`src/rtl/dsr_pkg.sv`:
```
package dsr_pkg;
  localparam int OCTET_W = 8;
  localparam int CNT_W   = $clog2(OCTET_W);

  typedef struct packed {
    logic [OCTET_W-1:0] data;
    logic               first;
    logic               last;
    logic               ovr;
  } beat_t;
endpackage

```
`src/rtl/dsr_sync.sv`:
```
module dsr_sync #(
  parameter int WIDTH  = 1,
  parameter int STAGES = 2
) (
  input  logic             clk,
  input  logic             rst_n,
  input  logic [WIDTH-1:0] d,
  output logic [WIDTH-1:0] q
);
  logic [STAGES-1:0][WIDTH-1:0] stg;

  always_ff @(posedge clk or negedge rst_n) begin
    if (!rst_n) begin
      stg <= '0;
    end else begin
      stg[0] <= d;
      for (int i = 1; i < STAGES; i++) stg[i] <= stg[i-1];
    end
  end

  assign q = stg[STAGES-1];
endmodule

```
`src/rtl/dsr_bitfront.sv`:
```
module dsr_bitfront #(
  parameter int SYNC_STAGES = 2
) (
  input  logic clk,
  input  logic rst_n,
  input  logic link_clk,
  input  logic link_data,
  input  logic link_delim,
  output logic bit_stb,
  output logic bit_val,
  output logic bit_delim
);
  logic [2:0] line_s;
  logic       sclk_q;

  dsr_sync #(.WIDTH(3), .STAGES(SYNC_STAGES)) u_sync (
    .clk  (clk),
    .rst_n(rst_n),
    .d    ({link_clk, link_data, link_delim}),
    .q    (line_s)
  );

  // remember the synchronised bit clock to find its rising edge
  always_ff @(posedge clk or negedge rst_n) begin
    if (!rst_n) sclk_q <= 1'b0;
    else        sclk_q <= line_s[2];
  end

  assign bit_stb   = line_s[2] & ~sclk_q;
  assign bit_val   = line_s[1];
  assign bit_delim = line_s[0];

  // one strobe per link clock rise
  p_strobe_single_r2: assert property (@(posedge clk) disable iff (!rst_n)
    bit_stb |=> !bit_stb);
endmodule

```
`src/rtl/dsr_framer.sv`:
```
module dsr_framer
  import dsr_pkg::*;
#(
  parameter int GAP_BITS = 8
) (
  input  logic  clk,
  input  logic  rst_n,
  input  logic  bit_stb,
  input  logic  bit_val,
  input  logic  bit_delim,
  input  logic  out_full,
  input  logic  out_done,
  output logic  push_valid,
  output beat_t push_beat,
  output logic  busy,
  output logic  frame_err
);
  localparam int GW = $clog2(GAP_BITS + 1);
  localparam logic [CNT_W-1:0] LAST_BIT = CNT_W'(OCTET_W - 1);

  logic               in_msg, ending, prev_delim;
  logic [GW-1:0]      gap_cnt;
  logic [CNT_W-1:0]   bit_cnt;
  logic [OCTET_W-2:0] shreg;
  logic               hold_full, hold_first, first_next, ovr_flag;
  logic [OCTET_W-1:0] hold_data;

  logic live_bit, start, stall, ovr_bit, take, end_det, octet_done;
  logic push_mid, push_end;

  always_comb begin
    live_bit   = bit_stb & bit_delim;
    start      = live_bit & ~prev_delim & ~in_msg & ~ending;
    stall      = hold_full & out_full;
    ovr_bit    = live_bit & in_msg & (bit_cnt == '0) & stall;
    take       = live_bit & in_msg & ~ovr_bit;
    end_det    = bit_stb & ~bit_delim & in_msg;
    octet_done = take & (bit_cnt == LAST_BIT);
    // held octet is known not-last once the next one completes
    push_mid   = octet_done & hold_full;
    push_end   = ending & hold_full & ~out_full;
    push_valid = push_mid | push_end;
    push_beat  = '{data: hold_data, first: hold_first,
                   last: push_end, ovr: push_end & ovr_flag};
    busy       = (bit_cnt != '0) | stall | ending;
  end

  always_ff @(posedge clk or negedge rst_n) begin
    if (!rst_n) begin
      in_msg     <= 1'b0;
      ending     <= 1'b0;
      prev_delim <= 1'b0;
      gap_cnt    <= GW'(GAP_BITS);
      bit_cnt    <= '0;
      shreg      <= '0;
      hold_full  <= 1'b0;
      hold_first <= 1'b0;
      hold_data  <= '0;
      first_next <= 1'b0;
      ovr_flag   <= 1'b0;
      frame_err  <= 1'b0;
    end else begin
      frame_err <= 1'b0;

      if (bit_stb) begin
        prev_delim <= bit_delim;
        if (bit_delim)                    gap_cnt <= '0;
        else if (gap_cnt < GW'(GAP_BITS)) gap_cnt <= gap_cnt + 1'b1;
      end

      if (start) begin
        in_msg     <= 1'b1;
        first_next <= 1'b1;
        ovr_flag   <= 1'b0;
        bit_cnt    <= CNT_W'(1);
        shreg      <= {shreg[OCTET_W-3:0], bit_val};
        frame_err  <= (gap_cnt < GW'(GAP_BITS));
      end else if (take) begin
        bit_cnt <= (bit_cnt == LAST_BIT) ? '0 : bit_cnt + 1'b1;
        shreg   <= {shreg[OCTET_W-3:0], bit_val};
        if (octet_done) begin
          hold_data  <= {shreg, bit_val};
          hold_full  <= 1'b1;
          hold_first <= first_next;
          first_next <= 1'b0;
        end
      end

      if (ovr_bit) ovr_flag <= 1'b1;

      if (end_det) begin
        in_msg    <= 1'b0;
        bit_cnt   <= '0;
        frame_err <= (bit_cnt != '0);
        ending    <= hold_full;
      end

      if (push_end) hold_full <= 1'b0;
      if (ending && out_done) ending <= 1'b0;
    end
  end

  p_busy_first_bit_r5: assert property (@(posedge clk) disable iff (!rst_n)
    (start || (take && bit_cnt == '0)) |=> busy);

  p_end_busy_r6: assert property (@(posedge clk) disable iff (!rst_n)
    (end_det && hold_full) |=> busy);

  p_push_room_r4: assert property (@(posedge clk) disable iff (!rst_n)
    push_valid |-> !out_full);

  p_ovr_discard_r7: assert property (@(posedge clk) disable iff (!rst_n)
    ovr_bit |=> (bit_cnt == '0) && ovr_flag);

  p_ferr_pulse_r8: assert property (@(posedge clk) disable iff (!rst_n)
    frame_err |=> !frame_err);
endmodule

```
`src/rtl/dsr_outreg.sv`:
```
module dsr_outreg
  import dsr_pkg::*;
(
  input  logic  clk,
  input  logic  rst_n,
  input  logic  push_valid,
  input  beat_t push_beat,
  output logic  out_valid,
  input  logic  out_ready,
  output beat_t out_beat,
  output logic  last_taken
);
  always_ff @(posedge clk or negedge rst_n) begin
    if (!rst_n) begin
      out_valid <= 1'b0;
      out_beat  <= '0;
    end else if (push_valid) begin
      out_valid <= 1'b1;
      out_beat  <= push_beat;
    end else if (out_ready) begin
      out_valid <= 1'b0;
    end
  end

  assign last_taken = out_valid & out_ready & out_beat.last;

  p_beat_hold_r4: assert property (@(posedge clk) disable iff (!rst_n)
    (out_valid && !out_ready) |=> out_valid && $stable(out_beat));
endmodule

```
`src/rtl/delim_serial_rx.sv`:
```
module delim_serial_rx
  import dsr_pkg::*;
#(
  parameter int GAP_BITS    = 8,
  parameter int SYNC_STAGES = 2
) (
  input  logic               clk,
  input  logic               rst_n,
  input  logic               link_clk,
  input  logic               link_data,
  input  logic               link_delim,
  output logic               link_busy,
  output logic [OCTET_W-1:0] rx_data,
  output logic               rx_first,
  output logic               rx_last,
  output logic               rx_overrun,
  output logic               rx_valid,
  input  logic               rx_ready,
  output logic               frame_err
);
  logic  bit_stb, bit_val, bit_delim;
  logic  push_valid, last_taken;
  beat_t push_beat, out_beat;

  dsr_bitfront #(.SYNC_STAGES(SYNC_STAGES)) u_front (
    .clk       (clk),
    .rst_n     (rst_n),
    .link_clk  (link_clk),
    .link_data (link_data),
    .link_delim(link_delim),
    .bit_stb   (bit_stb),
    .bit_val   (bit_val),
    .bit_delim (bit_delim)
  );

  dsr_framer #(.GAP_BITS(GAP_BITS)) u_framer (
    .clk       (clk),
    .rst_n     (rst_n),
    .bit_stb   (bit_stb),
    .bit_val   (bit_val),
    .bit_delim (bit_delim),
    .out_full  (rx_valid),
    .out_done  (last_taken),
    .push_valid(push_valid),
    .push_beat (push_beat),
    .busy      (link_busy),
    .frame_err (frame_err)
  );

  dsr_outreg u_out (
    .clk       (clk),
    .rst_n     (rst_n),
    .push_valid(push_valid),
    .push_beat (push_beat),
    .out_valid (rx_valid),
    .out_ready (rx_ready),
    .out_beat  (out_beat),
    .last_taken(last_taken)
  );

  assign rx_data    = out_beat.data;
  assign rx_first   = out_beat.first;
  assign rx_last    = out_beat.last;
  assign rx_overrun = out_beat.ovr;
endmodule

```
`config.mk`:
```
export PLATFORM = sky130hd
export DESIGN_NAME = delim_serial_rx
export DESIGN_NICKNAME = d
export VERILOG_FILES = /design/src/rtl/dsr_pkg.sv /design/src/rtl/dsr_sync.sv /design/src/rtl/dsr_bitfront.sv /design/src/rtl/dsr_framer.sv /design/src/rtl/dsr_outreg.sv /design/src/rtl/delim_serial_rx.sv
export SDC_FILE = /design/constraint.sdc
export NUM_CORES = 1
export LEC_CHECK = 0
export BUFFER_PORTS_ARGS = -buffer_cell sky130_fd_sc_hd__buf_2
export CORE_UTILIZATION = 52
export DETAILED_ROUTE_END_ITERATION = 8
export PLACE_DENSITY_LB_ADDON = 0.05
export SETUP_SLACK_MARGIN = 0.5
export SKIP_LAST_GASP = 1
export SLEW_MARGIN = 20
export SYNTH_ARGS = -nofsm -noshare
export SYNTH_HDL_FRONTEND = slang
export SYNTH_SLANG_ARGS = --single-unit
```
`constraint.sdc`:
```
create_clock -name clk -period 1.8 [get_ports clk]
set_input_delay 0 -clock clk [delete_from_list [all_inputs] [get_ports clk]]
set_output_delay 0 -clock clk [all_outputs]
set_load 0.05 [all_outputs]
```
### Word-level counts from Yosys, hierarchy flattened

Index checks and enable logic that the tools add are counted.

* bits in registers: 49
* input port bits: 6
* output and inout bits: 14

* add/sub/neg operators: 2
* magnitude comparators: 1
* equal/unequal tests: 2
* multiplexer cells: 25
* bitwise gates (word level): 30
* reduce and logical (&&, ||, !) cells: 17

Operator list (count)
* 1-bit AND: 19
* 2-bit nonzero test: 9
* 1-bit two-way mux: 17
* 7-bit two-way mux: 2
* 3-bit two-way mux: 4
* 4-bit two-way mux: 2
* 1-bit inverter: 8
* 3-bit AND reduction: 2
* 3-bit nonzero test: 2
* 4-bit by 1-bit adder with 4-bit output (second input constant): 1
* 4-bit less-than comparator (second input constant): 1
* 2-bit AND reduction: 2
* 3-bit by 1-bit adder with 3-bit output (second input constant): 1
* 3-bit equality test (second input constant): 1
* 3-bit zero test: 1
* 1-bit bitwise OR: 3
* 2-bit != test (second input constant): 1
* 1-bit logical AND: 1

### Logic depth before layout (Yosys ltp)

Gate-level depths: netlist (run 1).

* word-level depth: 13
* depth in mapped cells: 6
* gate-level depth less buffers: 5

### Hierarchy

A second synthesis (run 1) with hierarchy kept.

* cells, all modules: 146
* area total of the unflattened synthesis: 2045.7 sq um

By module, submodules not included
* dsr_framer: times used 1, cells an instance 108, area an instance 1346.3 sq um
* dsr_outreg: times used 1, cells an instance 27, area an instance 488.0 sq um
* dsr_sync: times used 1, cells an instance 9, area an instance 172.7 sq um
* dsr_bitfront: times used 1, cells an instance 2, area an instance 38.8 sq um

### Worst setup path after synthesis (run 1)

No wires, ideal clock.

* path kind: register to register
* start: register u_out.out_valid
* end: register u_out.out_beat[10] (netlist name)
* arrival: 1.749 ns
* path slack: -0.074 ns
* cell stages (with the launch flop): 4
* path buffers: 0
* clock period less this slack: 1.874 ns
* cells stage by stage: dfrtp_1 -> nand4b_2 -> a41oi_4 -> mux2_2

* word-level cells in the longest chain between the ends: 7

RTL lines
* start, declared: line dsr_outreg.sv:8 `output logic out_valid,`
* start signal, assigned: line dsr_outreg.sv:15 `out_valid <= 1'b0;`
* start signal, assigned: line dsr_outreg.sv:18 `out_valid <= 1'b1;`
* start signal, assigned: line dsr_outreg.sv:21 `out_valid <= 1'b0;`
* 1-bit AND: line dsr_framer.sv:34 `stall = hold_full & out_full;`
* 1-bit AND: line dsr_framer.sv:35 `ovr_bit = live_bit & in_msg & (bit_cnt == '0) & stall;`
* 1-bit inverter: line dsr_framer.sv:36 `take = live_bit & in_msg & ~ovr_bit;`
* 1-bit AND: line dsr_framer.sv:36
* 1-bit AND: line dsr_framer.sv:38 `octet_done = take & (bit_cnt == LAST_BIT);`
* 1-bit AND: line dsr_framer.sv:40 `push_mid = octet_done & hold_full;`
* 1-bit bitwise OR (*): line dsr_framer.sv:42 `push_valid = push_mid | push_end;`

Every way passes the cells marked *; elsewhere a longest branch is shown, timed or not.
A chain may end at the register's enable or synchronous reset.

### Final worst setup path (run 1)

* start: register u_framer.bit_cnt[1]
* end: register u_out.out_beat[9] (netlist name)

* word-level cells in the longest chain between the ends: 8

RTL lines
* start, declared: line dsr_framer.sv:23 `logic [CNT_W-1:0] bit_cnt;`
* start signal, assigned: line dsr_framer.sv:79 `bit_cnt <= (bit_cnt == LAST_BIT) ? '0 : bit_cnt + 1'b1;`
* 3-bit zero test: line dsr_framer.sv:35
* 1-bit AND (2 in series): line dsr_framer.sv:35
* 1-bit inverter: line dsr_framer.sv:36
* 1-bit AND: line dsr_framer.sv:36
* 1-bit AND (*): line dsr_framer.sv:38
* 1-bit AND (*): line dsr_framer.sv:40
* 1-bit bitwise OR (*): line dsr_framer.sv:42

Marked as above.

==> results.md, run 1 <==
* Complex-gate fraction of the synthesized area at 9.063%
* CP Cell Sequence: ha_2 > ha_4 > a41oi_4 > buf_6 > mux2_4
* Min-delay worst type: in -> async
* Sequential cell area at 1232 µm²
* Placeable Area at 3689 µm²
* Drt drc at 0
* Largest area contributor in the netlist: dfrtp_1
* Vias in the first global route at 1299
* Share of cells above drive strength 1 at 46.24%
* Syn_nets at 155
* Worst Tran Pin Value at 0.5048 ns
* Antenna-violating nets left at 0
* Antenna Cells at 0
* Initial antenna violation count at 0
* Synth cell count leaders: 48 x dfrtp_1, 25 x mux2_2, 9 x nand2_1
* Maximum fanout along the worst path at 5
* Crit path capture type: register
* CP max stage delay at 0.41 ns
* Setup CP Type: reg -> reg
* LEAKAGE at 1.291 nW
* Worst-case clock buffer depth at 2
* Vias at 1278
* Synthesized flop and latch total at 49
* Routability cong. at 0.7862
* Mapped Area at 2002 µm²
* Cell with the most instances after synthesis: dfrtp_1
* Worst VDD drop at 527.9 µV
* Worst Skew at 0.008615 ns
* NumNets Final at 195
* Max Cap Viol at 0
* Final Hold Viols at 0
* # setup viols final at 0
* Routed WL per cell at 15.74 µm
* Slew margin rel. at 66.35%
* Num rows at 22
* Pin count of the biggest net entering global routing at 23
* Ys flop type: dfrtp_1
* First-pass GRT wire length at 6.216 mm
* Worst path slowest cell: dfrtp_1
* WHS at 0.1890 ns
* Highest Clock Rate at 618.4 MHz
* Area Growth Syn to Fin at 29.13%
* Fillers at 255
* Count of flip-flops with a built-in enable after synthesis at 0
* Clk pin slew, worst setup/hold paths at 0.09 ns
* Synthesized-area fraction occupied by adder cells at 2.500%
* Post-Synth XOR/XNOR Area at 0%
* Initial core utilization at 54.27%
* Largest family of logic cells by synthesized area: multiplexers
* CP arrival at 1.80 ns
* Post-synthesis mux area share at 15.06%
* Sequential area share after synthesis at 61.31%
* Clk_lat worst skew at 0.30 ns
* Minimum clock period at 1.617 ns
* Fin util at 70.08%
* HPWL Detailed at 2.315 mm
* Yosys warnings at 0
* Post-Synth Simple-Gate Area at 9.188%
* Power density cells at 778.0 nW/µm²
* Drt pass-1 iters at 4
* # port buffers at 19
* Iter 0 DRT Violations at 91
* Die area at 4102 µm²
* Ys async rst share at 100.0%
* Startpoint Class: register
* Congestion Overflow GR at 0
* Period utilization at 89.84%
* H-Tree Depth at 2
* IO Count at 20
* Total GRT Usage at 20.19%
* Ranking of synthesized cells by area: dfrtp_1 60%, mux2_2 14%, ha_1 2.5%, nand2_1 1.7%, a41oi_4 1.4%
* Setup_tns at 0 ns
* Final Slew Violations at 0
* DIE WIDTH at 64.05 µm
* CTS buffer count at 5
* CTS root buffer: clkbuf_8
* Unique masters post-synth at 36
* Run status: finished, final reports clean
* Vias per inst at 5.462
* CTS tree: done
* Top cell type's share of synthesized area at 60.00%
* WL final at 3.683 mm
* Clock Sinks at 49
* RSZ-0062 raised after global routing: true
* Average size of a mapped cell at 13.81 µm²
* Cells after Synth at 145
* Die Y at 64.05 µm
* Worst EP required at 1.98 ns
* Area of the multi-input gates at 878.3 µm²
-- what timing repair did --
item | CTS | global route
endpoints found under the setup margin | 33 | 37
cloned | 1 | 0
resized for setup | 29 | 18
buffers inserted | 6 | 2
endpoints found under the hold margin | 25 | 0
pin swaps | 4 | 0
hold buffers | 5 | 0
-- layout make-up --
class	instances	share of cell area [%]
well taps	48	2.323
clock buffers	7	3.340
inverters	7	1.016
flip-flops and latches	49	47.68
clock inverters	1	1.162
multi-input cells	84	33.98
repair buffers	38	10.50
-- per-stage QoR --
stage / cell area [µm²] / worst slack, ns / total power [mW] / instances
global route: 2585 / 0.1342 / 2.091 / 234
CTS: 2506 / 0.1931 / 2.033 / 232
floorplan: 2006 / 0.1087 / 1.186 / 145
global placement: 2172 / 0.09652 / 1.222 / 212
finish: 2585 / 0.1828 / 2.011 / 234
detailed placement: 2172 / 0.05565 / 1.228 / 212
-- power breakdown --
part	switching (mW)	internal (mW)	total (mW)
combinational	0.0392	0.0358	0.0750
clock	0.340	0.453	0.793
sequential	0.0215	1.12	1.14
total	0.401	1.61	2.01
-- cells by family after synthesis --
logic type / Yosys count
flip-flops: 49
AND/OR/NAND/NOR: 29
multiplexers: 27
AO/OA/AOI/OAI: 23
buffers and inverters: 13
adder cells (fa/ha/maj): 4
-- registers in the layout, summed over array words and instances (netlist names) --
| name | cells |
|---|---|
| u_framer.hold_data | 8 |
| u_framer.ovr_flag | 1 |
| u_framer.bit_cnt | 3 |
| u_framer.in_msg | 1 |
| u_front.sclk_q | 1 |
| u_framer.gap_cnt | 4 |
| u_framer.hold_first | 1 |
| u_out.out_beat | 11 |
| u_framer.frame_err | 1 |
| u_front.u_sync.q | 3 |
| u_framer.first_next | 1 |
| u_framer.hold_full | 1 |
| u_front.u_sync.stg | 3 |
| u_out.out_valid | 1 |
| u_framer.ending | 1 |
| u_framer.prev_delim | 1 |
| u_framer.shreg | 7 |
-- routing by layer --
| metal | wire length, µm | global-route usage, % | up-vias |
|---|---|---|---|
| li1 | - | - | 599 |
| met4 | 46 | 7.386 | 0 |
| met1 | 1691 | 26.90 | 651 |
| met2 | 1820 | 31.52 | 23 |
| met3 | 124 | 5.714 | 5 |
| met5 | 0 | 0 | - |
-- cells in the final DEF (no fill, tap or decap), drive strengths merged, types with 2 or more instances in the layout --
master       Yosys  final
a21boi           2      2
mux2i            2      2
nand2            9      9
dlygate4sd3      0      5
and3b            2      2
inv              7      7
ha               4      4
dfrtp           48     48
nor2b            4      4
mux2            25     25
buf              3     33
a41oi            3      3
nand3            1      2
nor2             3      3
a21o             3      3
nor4b            2      2
a21oi            3      3
o22ai            2      2
o21ai            4      4
clkbuf           3      7
-- worst max-delay path: cells and delay by family (launching register included) --
kind,cells,cell delay [ns]
flip-flops,1,0.41
adder cells (fa/ha/maj),2,0.38
multiplexers,1,0.30
AO/OA/AOI/OAI,1,0.23
buffers and inverters,1,0.17
-- path summary, 6_finish.rpt --
kind | from | to | slack (ns) | cells past startpoint
max | u_framer.bit_cnt[1] | u_out.out_beat[9] | 0.18 | 5
min | rst_n | u_framer.frame_err | 0.19 | 2
max reg2reg | u_framer.bit_cnt[1] | u_out.out_beat[9] | 0.18 | 5
min reg2reg | u_front.u_sync.stg[0] | u_front.u_sync.q[0] | 0.35 | 0
max in group asynchronous | rst_n | u_out.out_beat[9] | 0.99 | 3
min in group clk | link_data | u_front.u_sync.stg[1] | 0.34 | 2
Power figures use the tool's default switching activity.
==> run 2, diff against run 1 <==
ABC_CLOCK_PERIOD_IN_PS = 1800   (was default)
SLEW_MARGIN = 25   (was 20)
SYNTH_HIERARCHICAL = 1   (was default)
==> run 2 against run 1 <==
Effect of this change:
- the run now ends with negative setup slack left
- sequential power up 4%
- sequential share of layout area is 1.7 points lower
- first-iteration DRC count did not move
- combinational power is 84% higher
- via count grew 2.4%
- utilization is 1.9 points higher
- global-route usage is 1.0 points lower
- critical path depth grew 3
- register-to-register slack got worse by 0.19 ns
- clock skew grew 0.0044 ns
- largest power group unchanged
==> results.md, run 2 <==
* Run status: complete, but fails checks
* Violated checks: negative setup slack
* Vias per inst at 5.477
* CTS root buffer: clkbuf_8
* Fin util at 71.95%
* Top cell type's share of synthesized area at 58.72%
* Power density cells at 788.0 nW/µm²
* Clk pin slew, worst setup/hold paths at 0.09 ns
* PnR worst setup slack at -0.007954 ns
* NumNets Final at 200
* Sequential area share after synthesis at 60.00%
* Synthesized flop and latch total at 49
* Unique masters post-synth at 36
* Antenna Cells at 0
* Design Area, Final at 2674 µm²
* Worst Skew at 0.01301 ns
* Final Hold Viols at 0
* CP arrival at 2.00 ns
* Top flop regs: u_out/out_beat x11, u_framer/hold_data x8, u_framer/shreg x7
* Biggest register: u_out/out_beat
* Average size of a mapped cell at 14.01 µm²
* Worst EP required at 1.99 ns
* CP max stage delay at 0.41 ns
* CTS buffer count at 5
* Num rows at 22
* Area Growth Syn to Fin at 30.70%
* Setup CP Type: reg -> reg
* First-pass GRT wire length at 5.809 mm
* Drt drc at 0
* Finished Layout Cells at 239
* Worst r2r dst: u_framer/shreg[1]
* Initial core utilization at 55.05%
* Worst R2R Start: u_framer/bit_cnt[0]
* WL final at 3.797 mm
* Routability cong. at 0.7937
* Ranking of synthesized cells by area: dfrtp_1 59%, mux2_2 9.4%, mux2_4 6.6%, ha_1 2.4%, buf_4 1.8%
* Worst Tran Pin Value at 0.5352 ns
* Pin count of the biggest net entering global routing at 28
* Startpoint Class: register
* Yosys warnings at 6
* Cell with the most instances after synthesis: dfrtp_1
* Worst VDD drop at 691.8 µV
* Die area at 4189 µm²
* # setup viols final at 5
* IO Count at 20
* Vias in the first global route at 1241
* Max Cap Viol at 0
* Min-delay worst type: in -> async
* DIE WIDTH at 64.72 µm
* Max FFs per register at 11
* Antenna-violating nets left at 0
* Die Y at 64.72 µm
* R2R cell count at 8
* Placeable Area at 3716 µm²
* Slew margin rel. at 64.32%
* # port buffers at 19
* Iter 0 DRT Violations at 91
* Worst-case clock buffer depth at 2
* WHS at 0.2101 ns
* Ys flop type: dfrtp_1
* Initial antenna violation count at 0
* Commonest non-fill, non-tap cell in the layout: dfrtp_1
* Congestion Overflow GR at 0
* Count of flip-flops with a built-in enable after synthesis at 0
* Routed WL per cell at 15.89 µm
* Most frequent cells in the layout: 47 x dfrtp_1, 19 x buf_2, 19 x mux2_4, 8 x buf_4, 8 x mux2_2
* Share of cells above drive strength 1 at 50.26%
* Mapped Area at 2046 µm²
* HPWL Detailed at 2.121 mm
* Clock Sinks at 49
* Drt pass-1 iters at 5
* Crit path capture type: register
* Ys async rst share at 100.0%
* Clk_lat worst skew at 0.31 ns
* Final Slew Violations at 0
* H-Tree Depth at 2
* Total GRT Usage at 19.16%
* Largest area contributor in the netlist: dfrtp_1
* Syn_nets at 156
* CP Cell Sequence: inv_1 > ha_2 > nand4b_1 > buf_4 > and2_4 > nor2_4 > buf_12 > mux2_4
* Maximum fanout along the worst path at 7
* DP Cell Count at 212
* Placed cell area at 2230 µm²
* Highest Clock Rate at 553.1 MHz
* RSZ-0062 raised after global routing: true
* Period utilization at 100.4%
* Synth cell count leaders: 48 x dfrtp_1, 17 x mux2_2, 9 x mux2_4
* Reg2reg setup slack at -0.008 ns
* CTS tree: done
* Minimum clock period at 1.808 ns
* LEAKAGE at 1.336 nW
* Vias at 1309
* Cells after Synth at 146
* Worst path slowest cell: dfrtp_1
run 2: logic make-up after synthesis:
group                      count (synthesis)  share of synthesized area, %
AOI/OAI and AO/OA                         18                         5.566
buffers and inverters                     15                         4.465
DFF                                       49                         60.00
adders and majority gates                  4                         2.447
and+or+nand+nor                           31                         10.03
muxes                                     29                         17.49
run 2: report_power, final:
part           switching [mW]  total, mW  internal [mW]
clock                   0.365      0.782          0.417
sequential             0.0462       1.19           1.14
combinational          0.0711      0.138         0.0672
run 2: worst max path at each step:
stage                        start  depth (start not counted)                end
3_3_place_gp   u_framer/bit_cnt[0]                          7  u_out/out_beat[7]
3_5_place_dp   u_framer/bit_cnt[0]                          7  u_out/out_beat[7]
4_1_cts        u_framer/bit_cnt[0]                          8  u_framer/shreg[4]
5_1_grt        u_framer/bit_cnt[0]                          8  u_framer/shreg[1]
2_1_floorplan  u_framer/bit_cnt[0]                          8  u_out/out_beat[0]
6_report       u_framer/bit_cnt[0]                          8  u_framer/shreg[1]
run 2: timing repair:
item / 4_1_cts / 5_1_grt
pin swaps: 4 / 6
endpoints found under the setup margin: 36 / 40
gates resized for setup: 23 / 13
gates cloned: 1 / 1
setup buffers: 9 / 3
hold buffers: 5 / 0
hold endpoints to repair: 25 / 0
run 2: area by class of cell:
| cell class | instances | area [µm²] |
|---|---|---|
| Tap cell | 48 | 60.06 |
| Clock inverter | 2 | 38.79 |
| Timing Repair Buffer | 45 | 406.6 |
| Clock buffer | 6 | 72.57 |
| Multi-Input combinational cell | 82 | 840.8 |
| Inverter | 7 | 26.28 |
| Fill cell | 256 | 1042 |
| Sequential cell | 49 | 1229 |
run 2: routing by layer:
layer | vias up | routed length, µm | global-route usage, %
li1 | 594 | - | -
met1 | 673 | 1743 | 25.74
met2 | 34 | 1823 | 27.21
met3 | 8 | 148 | 6.690
met4 | 0 | 81 | 10.00
met5 | - | 0 | 0
run 2: metrics by stage:
stage	setup TNS, ns	setup slack (ns)	power [mW]
5_1_grt	-0.5768	-0.06726	2.199
4_1_cts	0	0.06850	2.100
3_5_place_dp	0	0.06151	1.311
6_report	-0.02807	-0.007954	2.107
3_3_place_gp	0	0.09418	1.299
2_1_floorplan	0	0.0004411	1.261
run 2: worst max-delay path: cells and delay by family (launching register included):
kind / cells / cell delay (ns)
simple gates: 3 / 0.40
mux: 1 / 0.30
flops: 1 / 0.41
fa+ha+maj: 1 / 0.18
buf+inv: 3 / 0.40
